<file path="config.mk">
export PLATFORM = sky130hd
export DESIGN_NAME = jbuf_top
export DESIGN_NICKNAME = d
export VERILOG_FILES = /design/src/rtl/jbuf_pkg.sv /design/src/rtl/jbuf_cfg.sv /design/src/rtl/jbuf_store.sv /design/src/rtl/jbuf_nco.sv /design/src/rtl/jbuf_top.sv
export SDC_FILE = /design/constraint.sdc
export NUM_CORES = 1
export LEC_CHECK = 0
export ABC_AREA = 1
export BUFFER_PORTS_ARGS = -buffer_cell sky130_fd_sc_hd__buf_2
export CAP_MARGIN = 10
export CORE_AREA = 2 2 158 160
export CTS_BUF_LIST = sky130_fd_sc_hd__clkbuf_16
export DETAILED_ROUTE_END_ITERATION = 10
export DIE_AREA = 0 0 160 162
export SLEW_MARGIN = 20
export SYNTH_ARGS = -nofsm -noshare
export SYNTH_HDL_FRONTEND = slang
export SYNTH_SLANG_ARGS = --single-unit
</file>
<file path="constraint.sdc">
create_clock -name clk -period 5.03 [get_ports clk]
set_input_delay 1.006 -clock clk [delete_from_list [all_inputs] [get_ports clk]]
set_output_delay 1.006 -clock clk [all_outputs]
set_load 0.02 [all_outputs]
</file>
<file path="src/rtl/jbuf_pkg.sv">
package jbuf_pkg;
   typedef enum logic [1:0] {
      BW_T1_FIXED = 2'd0,
      BW_E1_FAST  = 2'd1,
      BW_E1_SLOW  = 2'd2,
      BW_TRACK    = 2'd3
   } bw_mode_e;
endpackage

</file>
<file path="src/rtl/jbuf_cfg.sv">
module jbuf_cfg
   import jbuf_pkg::*;
(
   input  logic     e1_mode,
   input  logic     bw_low_sel,
   input  logic     deep_sel,
   input  logic     wide,
   output logic     deep_eff,
   output bw_mode_e bw
);
   logic slow_e1;

   assign slow_e1  = e1_mode & bw_low_sel;
   assign deep_eff = deep_sel | slow_e1;

   always_comb begin
      if (wide)          bw = BW_TRACK;
      else if (!e1_mode) bw = BW_T1_FIXED;
      else if (slow_e1)  bw = BW_E1_SLOW;
      else               bw = BW_E1_FAST;
   end
endmodule

</file>
<file path="src/rtl/jbuf_store.sv">
module jbuf_store #(
   parameter int MIN_DEPTH = 32,
   parameter int MAX_DEPTH = 64,
   parameter int GUARD     = 2,
   localparam int PW = $clog2(MAX_DEPTH),
   localparam int FW = $clog2(MAX_DEPTH + 1)
)(
   input  logic          clk,
   input  logic          rst_n,
   input  logic          en,
   input  logic          deep_eff,
   input  logic          wr_stb,
   input  logic          din,
   input  logic          rd_tick,
   output logic          dout,
   output logic          rd_vld,
   output logic [FW-1:0] fill,
   output logic          deep_act,
   output logic          wide,
   output logic          xrun
);
   localparam logic [FW-1:0] D_MIN  = FW'(MIN_DEPTH);
   localparam logic [FW-1:0] D_MAX  = FW'(MAX_DEPTH);
   localparam logic [FW-1:0] H_MIN  = FW'(MIN_DEPTH / 2);
   localparam logic [FW-1:0] H_MAX  = FW'(MAX_DEPTH / 2);
   localparam logic [FW-1:0] G_LIM  = FW'(GUARD);

   if (MIN_DEPTH < 4 * GUARD + 4) begin : g_bad_guard
      $error("jbuf_store: MIN_DEPTH too small for GUARD");
   end
   if (MAX_DEPTH < MIN_DEPTH) begin : g_bad_depth
      $error("jbuf_store: MAX_DEPTH below MIN_DEPTH");
   end

   logic                 deep_q, dout_q, vld_q, xrun_q;
   logic [PW-1:0]        wptr_q, rptr_q;
   logic [FW-1:0]        fill_q, depth_cur, half_new;
   logic [MAX_DEPTH-1:0] mem_q;
   logic                 rec, empty, full, rd_ok, wr_ok, under, over;

   function automatic logic [PW-1:0] step_ptr(input logic [PW-1:0] p,
                                              input logic [FW-1:0] d);
      return ((FW'(p) + FW'(1)) == d) ? '0 : p + PW'(1);
   endfunction

   assign depth_cur = deep_q   ? D_MAX : D_MIN;
   assign half_new  = deep_eff ? H_MAX : H_MIN;
   assign rec       = !en || (deep_eff != deep_q);
   assign empty     = (fill_q == '0);
   assign full      = (fill_q == depth_cur);
   assign rd_ok     = rd_tick && !empty;
   assign wr_ok     = wr_stb && (!full || rd_ok);
   assign under     = rd_tick && empty;
   assign over      = wr_stb && full && !rd_ok;

   for (genvar i = 0; i < MAX_DEPTH; i++) begin : g_cell
      logic bit_q;
      always_ff @(posedge clk or negedge rst_n) begin
         if (!rst_n)                              bit_q <= 1'b0;
         else if (rec)                            bit_q <= 1'b0;
         else if (wr_ok && (wptr_q == PW'(i)))    bit_q <= din;
      end
      assign mem_q[i] = bit_q;
   end

   always_ff @(posedge clk or negedge rst_n) begin
      if (!rst_n) begin
         deep_q <= 1'b0;
         wptr_q <= PW'(H_MIN);
         rptr_q <= '0;
         fill_q <= H_MIN;
         dout_q <= 1'b0;
         vld_q  <= 1'b0;
         xrun_q <= 1'b0;
      end else if (rec) begin
         deep_q <= deep_eff;
         wptr_q <= PW'(half_new);
         rptr_q <= '0;
         fill_q <= half_new;
         dout_q <= 1'b0;
         vld_q  <= 1'b0;
         if (!en) xrun_q <= 1'b0;
      end else begin
         if (wr_ok) wptr_q <= step_ptr(wptr_q, depth_cur);
         if (rd_ok) rptr_q <= step_ptr(rptr_q, depth_cur);
         fill_q <= fill_q + FW'(wr_ok) - FW'(rd_ok);
         vld_q  <= rd_tick;
         dout_q <= rd_ok ? mem_q[rptr_q] : 1'b0;
         if (under || over) xrun_q <= 1'b1;
      end
   end

   assign wide     = en && ((fill_q <= G_LIM) || (fill_q >= depth_cur - G_LIM));
   assign fill     = fill_q;
   assign deep_act = deep_q;
   assign dout     = dout_q;
   assign rd_vld   = vld_q;
   assign xrun     = xrun_q;

   // occupancy never exceeds the active depth
   a_r9_fill_in_range: assert property (@(posedge clk) disable iff (!rst_n)
      fill_q <= depth_cur);
   // a collision flag survives while enabled
   a_r9_xrun_sticky: assert property (@(posedge clk) disable iff (!rst_n)
      (xrun_q && en) |=> xrun_q);
   // first enabled cycle starts centred
   a_r4_centred_on_enable: assert property (@(posedge clk) disable iff (!rst_n)
      $rose(en) |-> (fill_q == (deep_q ? H_MAX : H_MIN)));
endmodule

</file>
<file path="src/rtl/jbuf_nco.sv">
module jbuf_nco
   import jbuf_pkg::*;
#(
   parameter int NCO_W      = 16,
   parameter int INC_NOM    = 16384,
   parameter int CORR_SCALE = 10,
   parameter int SH_T1      = 6,
   parameter int SH_E1_FAST = 5,
   parameter int SH_E1_SLOW = 8,
   parameter int SH_TRACK   = 2,
   parameter int MAX_DEPTH  = 64,
   localparam int FW = $clog2(MAX_DEPTH + 1),
   localparam int EW = FW + 1,
   localparam int CW = EW + CORR_SCALE,
   localparam int IW = NCO_W + 1
)(
   input  logic          clk,
   input  logic          rst_n,
   input  logic          en,
   input  bw_mode_e      bw,
   input  logic [FW-1:0] fill,
   input  logic [FW-1:0] half,
   output logic          tick
);
   localparam longint MAX_CORR = (longint'(MAX_DEPTH / 2) << CORR_SCALE) >> SH_TRACK;

   if (longint'(INC_NOM) + MAX_CORR >= (64'd1 << (NCO_W - 1))) begin : g_bad_fast
      $error("jbuf_nco: peak step could strobe on adjacent cycles");
   end
   if (longint'(INC_NOM) - MAX_CORR <= 0) begin : g_bad_slow
      $error("jbuf_nco: minimum step not positive");
   end

   logic signed [EW-1:0] err;
   logic signed [CW-1:0] scaled, corr;
   logic [4:0]           sh;
   logic [IW-1:0]        inc, sum;
   logic [NCO_W-1:0]     acc_q;
   logic                 tick_q;

   assign err    = $signed({1'b0, fill}) - $signed({1'b0, half});
   assign scaled = CW'(err) <<< CORR_SCALE;

   always_comb begin
      unique case (bw)
         BW_TRACK:   sh = 5'(SH_TRACK);
         BW_E1_FAST: sh = 5'(SH_E1_FAST);
         BW_E1_SLOW: sh = 5'(SH_E1_SLOW);
         default:    sh = 5'(SH_T1);
      endcase
   end

   assign corr = scaled >>> sh;
   assign inc  = IW'(INC_NOM) + IW'(corr);
   assign sum  = {1'b0, acc_q} + inc;

   always_ff @(posedge clk or negedge rst_n) begin
      if (!rst_n) begin
         acc_q  <= '0;
         tick_q <= 1'b0;
      end else if (!en) begin
         acc_q  <= '0;
         tick_q <= 1'b0;
      end else begin
         acc_q  <= sum[NCO_W-1:0];
         tick_q <= sum[NCO_W];
      end
   end

   assign tick = tick_q;

   // the smoothed read rate never strobes on two cycles in a row
   a_r8_tick_spaced: assert property (@(posedge clk) disable iff (!rst_n)
      tick_q |=> !tick_q);
endmodule

</file>
<file path="src/rtl/jbuf_top.sv">
module jbuf_top
   import jbuf_pkg::*;
#(
   parameter int MIN_DEPTH  = 32,
   parameter int MAX_DEPTH  = 64,
   parameter int GUARD      = 2,
   parameter int NCO_W      = 16,
   parameter int INC_NOM    = 16384,
   parameter int CORR_SCALE = 10,
   parameter int SH_T1      = 6,
   parameter int SH_E1_FAST = 5,
   parameter int SH_E1_SLOW = 8,
   parameter int SH_TRACK   = 2
)(
   input  logic                             clk,
   input  logic                             rst_n,
   input  logic                             en,
   input  logic                             e1_mode,
   input  logic                             bw_low_sel,
   input  logic                             deep_sel,
   input  logic                             wr_stb,
   input  logic                             din,
   output logic                             rd_stb,
   output logic                             dout,
   output logic [$clog2(MAX_DEPTH+1)-1:0]   fill,
   output logic                             wide,
   output logic                             xrun
);
   localparam int FW = $clog2(MAX_DEPTH + 1);

   bw_mode_e      bw;
   logic          deep_eff, deep_act, rd_tick;
   logic [FW-1:0] half_c;

   assign half_c = deep_act ? FW'(MAX_DEPTH / 2) : FW'(MIN_DEPTH / 2);

   jbuf_cfg u_cfg (
      .e1_mode    (e1_mode),
      .bw_low_sel (bw_low_sel),
      .deep_sel   (deep_sel),
      .wide       (wide),
      .deep_eff   (deep_eff),
      .bw         (bw)
   );

   jbuf_store #(
      .MIN_DEPTH (MIN_DEPTH),
      .MAX_DEPTH (MAX_DEPTH),
      .GUARD     (GUARD)
   ) u_store (
      .clk      (clk),
      .rst_n    (rst_n),
      .en       (en),
      .deep_eff (deep_eff),
      .wr_stb   (wr_stb),
      .din      (din),
      .rd_tick  (rd_tick),
      .dout     (dout),
      .rd_vld   (rd_stb),
      .fill     (fill),
      .deep_act (deep_act),
      .wide     (wide),
      .xrun     (xrun)
   );

   jbuf_nco #(
      .NCO_W      (NCO_W),
      .INC_NOM    (INC_NOM),
      .CORR_SCALE (CORR_SCALE),
      .SH_T1      (SH_T1),
      .SH_E1_FAST (SH_E1_FAST),
      .SH_E1_SLOW (SH_E1_SLOW),
      .SH_TRACK   (SH_TRACK),
      .MAX_DEPTH  (MAX_DEPTH)
   ) u_nco (
      .clk   (clk),
      .rst_n (rst_n),
      .en    (en),
      .bw    (bw),
      .fill  (fill),
      .half  (half_c),
      .tick  (rd_tick)
   );

   // slow E1 bandwidth lands on the deep store one edge later
   a_r5_slow_forces_deep: assert property (@(posedge clk) disable iff (!rst_n)
      (en && e1_mode && bw_low_sel) |=> deep_act);
endmodule

</file>
Word level (Yosys, flattened, before mapping)
Cells that the tools add are included.
- flip-flop bits (word level): 104
- bits of input ports: 8
- output and inout bits: 11
- word-level logic and storage cells: 460
- $add $sub $neg: 10
- magnitude comparators: 3
- eq/ne operators: 71
- shifts and indexed selects: 1
- mux-type cells: 152
- bitwise gates (word level): 2
- reductions and logical operators: 148
- operators with widths (cell ; count):
    $eq A6 B6 Y1 const B ; 32
    $mux W1 ; 136
    $reduce_bool A2 Y1 ; 67
    $eq A6 B5 Y1 const B ; 16
    $logic_and A1 B1 Y1 ; 70
    $eq A6 B4 Y1 const B ; 8
    $mux W6 ; 8
    $eq A6 B3 Y1 const B ; 4
    $eq A7 B7 Y1 ; 3
    $sshr A18 B4 Y17 ; 1
    $add A16 B17 Y17 ; 1
    $add A16 B17 Y17 const A ; 1
    $mux W16 ; 1
    $add A6 B1 Y7 const B ; 2
    $mux W7 ; 2
    $add A6 B1 Y6 const B ; 2
    $eq A6 B2 Y1 const B ; 2
    $pmux W4 S3 ; 1
    $sub A7 B6 Y8 ; 1
    $add A7 B1 Y7 ; 1
    $ge A7 B7 Y1 ; 1
    $le A7 B2 Y1 const B ; 1
    $logic_not A7 Y1 ; 1
    $lt A6 B7 Y1 const B ; 1
    15 further kinds ; 24

Depth between registers and ports, before layout
- depth in word-level cells: 12
- depth in mapped cells: 29

By module
From an unflattened synthesis, not the netlist that was laid out.
- cell total of the unflattened synthesis: 1178
- area, all modules: 8445.6 um^2
- modules (own cells, without submodules) (module ; instances ; cells each ; area each (um^2) ; sequential area each (um^2)):
    jbuf_store ; 1 ; 841 ; 6194.7 ; 2179.6
    jbuf_nco ; 1 ; 327 ; 2213.4 ; 425.4
    jbuf_cfg ; 1 ; 8 ; 30.0 ; 0.0
    jbuf_top ; 1 ; 2 ; 7.5 ; 0.0

Worst setup path after synthesis
OpenSTA, ideal clock, no wires.
- path type: register -> register
- start point: register u_store.fill_q[4] (netlist: u_store.fill[4])
- end point: register u_nco.acc_q[11]
- arrival: 3.574 ns
- required time: 4.913 ns
- path slack: 1.339 ns
- cell stages (with the launch flop): 25
- path buffers: 0
- period minus slack after synthesis: 3.691 ns
- cell sequence: dfstp_2 -> inv_1 -> ha_1 -> inv_1 -> nand2_1 -> nand2_1 -> nor2_1 -> nor2_1 -> nand2_1 -> nand2_1 -> inv_1 -> nor2_4 -> inv_1 -> o21ai_0 -> ha_1 -> ha_1 -> a21oi_1 -> nand2_1 -> nand2_1 -> nand2_1 -> a21oi_1 -> o21ai_0 -> a21o_1 -> nor2_1 -> nor2_1
- word-level cells in the longest chain between the ends: 10
- ends and longest elaborated chain (what ; RTL line ; RTL):
    start: declaration ; jbuf_store.sv:37 ; logic [FW-1:0] fill_q, depth_cur, half_new;
    start signal: assignment ; jbuf_store.sv:79 ; fill_q <= half_new;
    start signal: assignment ; jbuf_store.sv:86 ; fill_q <= fill_q + FW'(wr_ok) - FW'(rd_ok);
    $le A7 B2 Y1 / $ge A7 B7 Y1 (equally long branches) ; jbuf_store.sv:93 ; assign wide = en && ((fill_q <= G_LIM) || (fill_q >= depth_cur - G_LIM));
    $logic_or A1 B1 Y1 * ; jbuf_store.sv:93 ;
    $logic_and A1 B1 Y1 * ; jbuf_store.sv:93 ;
    via wide ; jbuf_top.sv:26 ; output logic wide,
    $mux W2 * ; jbuf_cfg.sv:17 ; if (wide) bw = BW_TRACK;
    $eq A2 B2 Y1 / $eq A2 B1 Y1 (equally long branches) ; jbuf_nco.sv:45 ; unique case (bw)
    $pmux W4 S3 * ; jbuf_nco.sv:45 ;
    $sshr A18 B4 Y17 * ; jbuf_nco.sv:53 ; assign corr = scaled >>> sh;
    $add A16 B17 Y17 * ; jbuf_nco.sv:54 ; assign inc = IW'(INC_NOM) + IW'(corr);
    $add A16 B17 Y17 * ; jbuf_nco.sv:55 ; assign sum = {1'b0, acc_q} + inc;
    $mux W16 * ; jbuf_nco.sv:61 ; end else if (!en) begin
    end signal: assignment ; jbuf_nco.sv:65 ; acc_q <= sum[NCO_W-1:0];
    end: declaration ; jbuf_nco.sv:38 ; logic [NCO_W-1:0] acc_q;
Mark *: on every way through the listed nets, which the timed path passes. The rest lies on a longest branch.
A chain may end at the register's enable or synchronous reset.

Worst setup path in the final report
- start point: register u_store.fill_q[4] (netlist: u_store.fill[4])
- end point: register u_nco.acc_q[10]
- word-level cells in the longest chain between the ends: 10
- ends and longest elaborated chain (what ; RTL line):
    $le A7 B2 Y1 / $ge A7 B7 Y1 (equally long branches) ; jbuf_store.sv:93
    $logic_or A1 B1 Y1 ; jbuf_store.sv:93
    $logic_and A1 B1 Y1 ; jbuf_store.sv:93
    $mux W2 ; jbuf_cfg.sv:17
    $eq A2 B2 Y1 / $eq A2 B1 Y1 (equally long branches) ; jbuf_nco.sv:45
    $pmux W4 S3 ; jbuf_nco.sv:45
    $sshr A18 B4 Y17 * ; jbuf_nco.sv:53
    $add A16 B17 Y17 * ; jbuf_nco.sv:54
    $add A16 B17 Y17 * ; jbuf_nco.sv:55
    $mux W16 * ; jbuf_nco.sv:61
Mark *: on every way between the ends. The rest lies on a longest branch, timed or not.

==> results by group <==
Worst setup path
  – Critical path's slowest cell: dfstp_2
  – Worst setup SP type: flip-flop
  – CP Capture Type: flip-flop
  – Crit-path max FO: 8
  – Reg2reg end: u_nco.acc_q[10]
  – RR Startpoint: u_store.fill[4]
  – Worst path max stage delay: 0.60 ns
  – Launch point of the worst path: u_store.fill[4]
  – CP dominant cell by count: nand2_1
  – Critical path type: flip-flop to flip-flop
  – Crit path required time: 5.33 ns
  – Critical Path AT: 4.54 ns
  – Worst reg2reg path depth: 25
  – Worst setup path end: u_nco.acc_q[10]
  – R2R setup slack: 0.79 ns

Global routing
  – First-pass GRT wire length: between 30000 and 40000 µm
  – GRT Overall Usage: 14.73%
  – Largest net degree at the start of global routing: 71
  – Initial antenna violation count: 0
  – Vias in the first global route: 6011
  – Gr ovfl total: 0

Timing
  – Setup TNS: 0 ns
  – Period utilisation layout: 84.34%
  – Fin crit period: 4.242 ns
  – Clk_skew: 0.01193 ns
  – Tightest Pin Transition: 0.9672 ns
  – Final hold violations: 0
  – F_max: 0.2357 GHz
  – Relative slew slack: 35.52%
  – Final-report setup violation count: 0
  – Slew Limit Fails: 0
  – Unrepaired setup endpoints after global routing: no

Drt
  – Routed WL per cell: 13.80 µm
  – DR vias: 6271
  – DR DRC count: 0
  – Drt pass-1 iters: 5
  – Antenna viol nets, final: 0
  – First DRT Iteration DRCs: 483
  – Routed vias/inst: 4.704
  – Routed Wire Length: between 15000 and 20000 µm

Job
  – Max-cap violations: 0

Power
  – Pwr dens: about 430 nW/µm²
  – Pleak: around 4.3 nW
  – Sw Pwr: 1.485 mW
  – Clk network pwr share: 21.7%
  – Logic pwr share: 48.3%
  – Switching portion of total power: 44.09%
  – Worst vdd ir: approximately 180 µV
  – Pint: 1.884 mW
  – Sequential share of power: 30.0%

Place
  – Hpwl dp: 12790 µm
  – Number of I/O port buffers: 18
  – RD Place Congestion: 0.8398

Clock network
  – Clock Sinks: 104
  – H-tree lvl count: 3
  – Latest clock arrival within the worst-skew pair: 0.37 ns
  – Post-CTS Resized: 0
  – CTS Buffer Depth: 2
  – CTS root buf: clkbuf_16
  – CTS tree: yes
  – Post-CTS Setup Bufs: 0
  – Count of hold buffers inserted by post-cts repair: 0
  – Clock buffer count from CTS: 9
  – Reg clk slew, reported paths: 0.08 ns

Synth
  – Synth cell types: 45
  – Seq/Total Area, Yosys: 36.48%
  – Main synth FF type: dfrtp_1
  – Cell count after synthesis: 998
  – Async SR Flop Fraction: 100.0%
  – Warnings from Yosys: 0
  – Post-synth EDFFs: 0
  – Synth Register Bits: 104
  – Synthesized area: 7142 µm²
  – Synthesized area per cell: 7.156 µm²

Floorplanning
  – Initial Util: between 20% and 30%
  – Core ar.: ~24000 µm²
  – Die Y: 162 µm
  – Area of the die: 25920 µm²
  – Die width: 160 µm
  – # rows: 57
  – I/O pins: 19

Worst hold path
  – Hold Path Class: flip-flop to flip-flop

Layout
  – Nets@finish: about 1100
  – Layout cell share with drive strength beyond 1: between 5 and 6%
  – Area Growth Syn to Fin: 9.793%
  – Util after Layout: between 30 and 40%
  – # diodes: 0

Run status
  – Run status: finished clean
==> logic make-up (layout without fill, tap and decap cells) <==
logic type,after synthesis,count (layout),synth area share [%]
flip-flops,104,104,36.48
AND/OR/NAND/NOR,377,377,22.28
buffers and inverters,207,217,11.40
XOR/XNOR,14,14,1.717
other,1,2,0.05251
AO/OA/AOI/OAI,237,237,17.59
adder cells (fa/ha/maj),58,58,10.48
==> per-layer routing <==
layer	share of wire [%]	wire length, µm	GRT usage (%)	vias to the layer above
met4	1.7	311	4.955	0
met5	0	0	0	-
met2	47	8733	24.87	106
met3	2.8	510	1.915	18
met1	48	8838	19.57	2934
li1	-	-	-	3213
==> sequential cells by signal, indices dropped and copies added, names as in the netlist <==
register and flops:
u_nco.acc_q 16, u_nco.tick 1, u_store.deep_act 1, u_store.dout 1, u_store.fill 7, u_store.g_cell.bit_q 64, u_store.rd_vld 1, u_store.rptr_q 6
u_store.wptr_q 6, u_store.xrun 1
==> area by class of cell <==
type	count	area, µm²
Clock buffer	9	225.2
Clock inverter	6	70.07
Fill cell	2615	16260
Inverter	177	664.4
Multi-Input combinational cell	688	3726
Sequential cell	104	2605
Tap cell	324	405.4
Timing Repair Buffer	25	145.1
==> critical path: cells and delay by family (launching register included) <==
family          cells  cell delay (ns)
fa+ha+maj           3             0.85
buf+inv             3             0.32
flops               1             0.60
compound gates      3             0.85
simple gates       16             1.56
==> metrics by stage <==
stage	setup slack [ns]	cell area, µm²	hold slack [ns]	cells	total power, mW
6_report	0.7879	7841	0.5267	1333	3.369
3_3_place_gp	0.9459	7546	0.5064	1318	2.645
2_1_floorplan	1.339	7146	0.4890	999	2.241
5_1_grt	0.3999	7841	0.5704	1333	3.673
4_1_cts	0.8215	7841	0.5278	1333	3.390
3_5_place_dp	0.8270	7546	0.5097	1318	2.648
==> layout by cell type (no fill, tap or decap), drive strengths merged, types with 2 or more instances in the layout <==
cell / count
a211oi: 2
nand4: 12
nor3: 8
nor2: 73
conb: 2
dfrtp: 102
dfstp: 2
xnor2: 5
nand2: 242
xor2: 9
clkbuf: 9
a21oi: 56
a21o: 3
o31ai: 3
fa: 3
a221oi: 2
clkinv: 3
o21ai: 153
o211ai: 4
o21bai: 3
nand3: 38
o22ai: 7
buf: 25
clkinvlp: 2
ha: 55
inv: 177
==> how the worst min path moves through the flow <==
stage	slack, ns	start	cells past startpoint	to
final	0.53	u_store.g_cell[31].bit_q	2	u_store.g_cell[31].bit_q
after global placement	0.51	u_store.g_cell[31].bit_q	2	u_store.g_cell[31].bit_q
after global routing	0.57	u_store.g_cell[31].bit_q	2	u_store.g_cell[31].bit_q
after floorplan	0.49	u_nco.tick	2	u_store.rd_vld
after detailed placement	0.51	u_store.g_cell[31].bit_q	2	u_store.g_cell[31].bit_q
after CTS	0.53	u_store.g_cell[31].bit_q	2	u_store.g_cell[31].bit_q
==> Yosys cell counts (2+ instances only) <==
cell	n	area [µm²]
clkbuf_2	5	25.02
xor2_1	9	78.83
dfstp_2	2	52.55
o22ai_1	7	43.79
nor2_4	3	33.78
nand3_1	37	185.2
nand2_1	240	900.9
nor3_4	3	48.80
o21ai_0	118	590.6
ha_1	55	688.2
nor3_1	5	25.02
a21oi_1	56	280.3
dfrtp_1	102	2552
nand4_1	12	75.07
a21o_1	3	22.52
clkbuf_1	17	63.81
inv_2	4	15.01
fa_1	3	60.06
inv_1	172	645.6
nor2_2	2	12.51
o21ai_1	35	175.2
nor2_1	68	255.2
a211oi_1	2	15.01
o31ai_1	2	15.01
xnor2_1	5	43.79
o21bai_1	3	22.52
o211ai_1	4	30.03
buf_4	6	45.04
a221oi_1	2	17.52
==> power by group through the flow <==
stage | sequential, mW | clock (mW) | combinational (mW)
floorplan | 1.03 | 0 | 1.21
global placement | 1.02 | 0 | 1.62
detailed placement | 1.03 | 0 | 1.62
CTS | 1.01 | 0.748 | 1.63
global route | 1.02 | 0.778 | 1.87
finish | 1.01 | 0.732 | 1.63
Note: power is estimated with default switching activity, not from simulation.
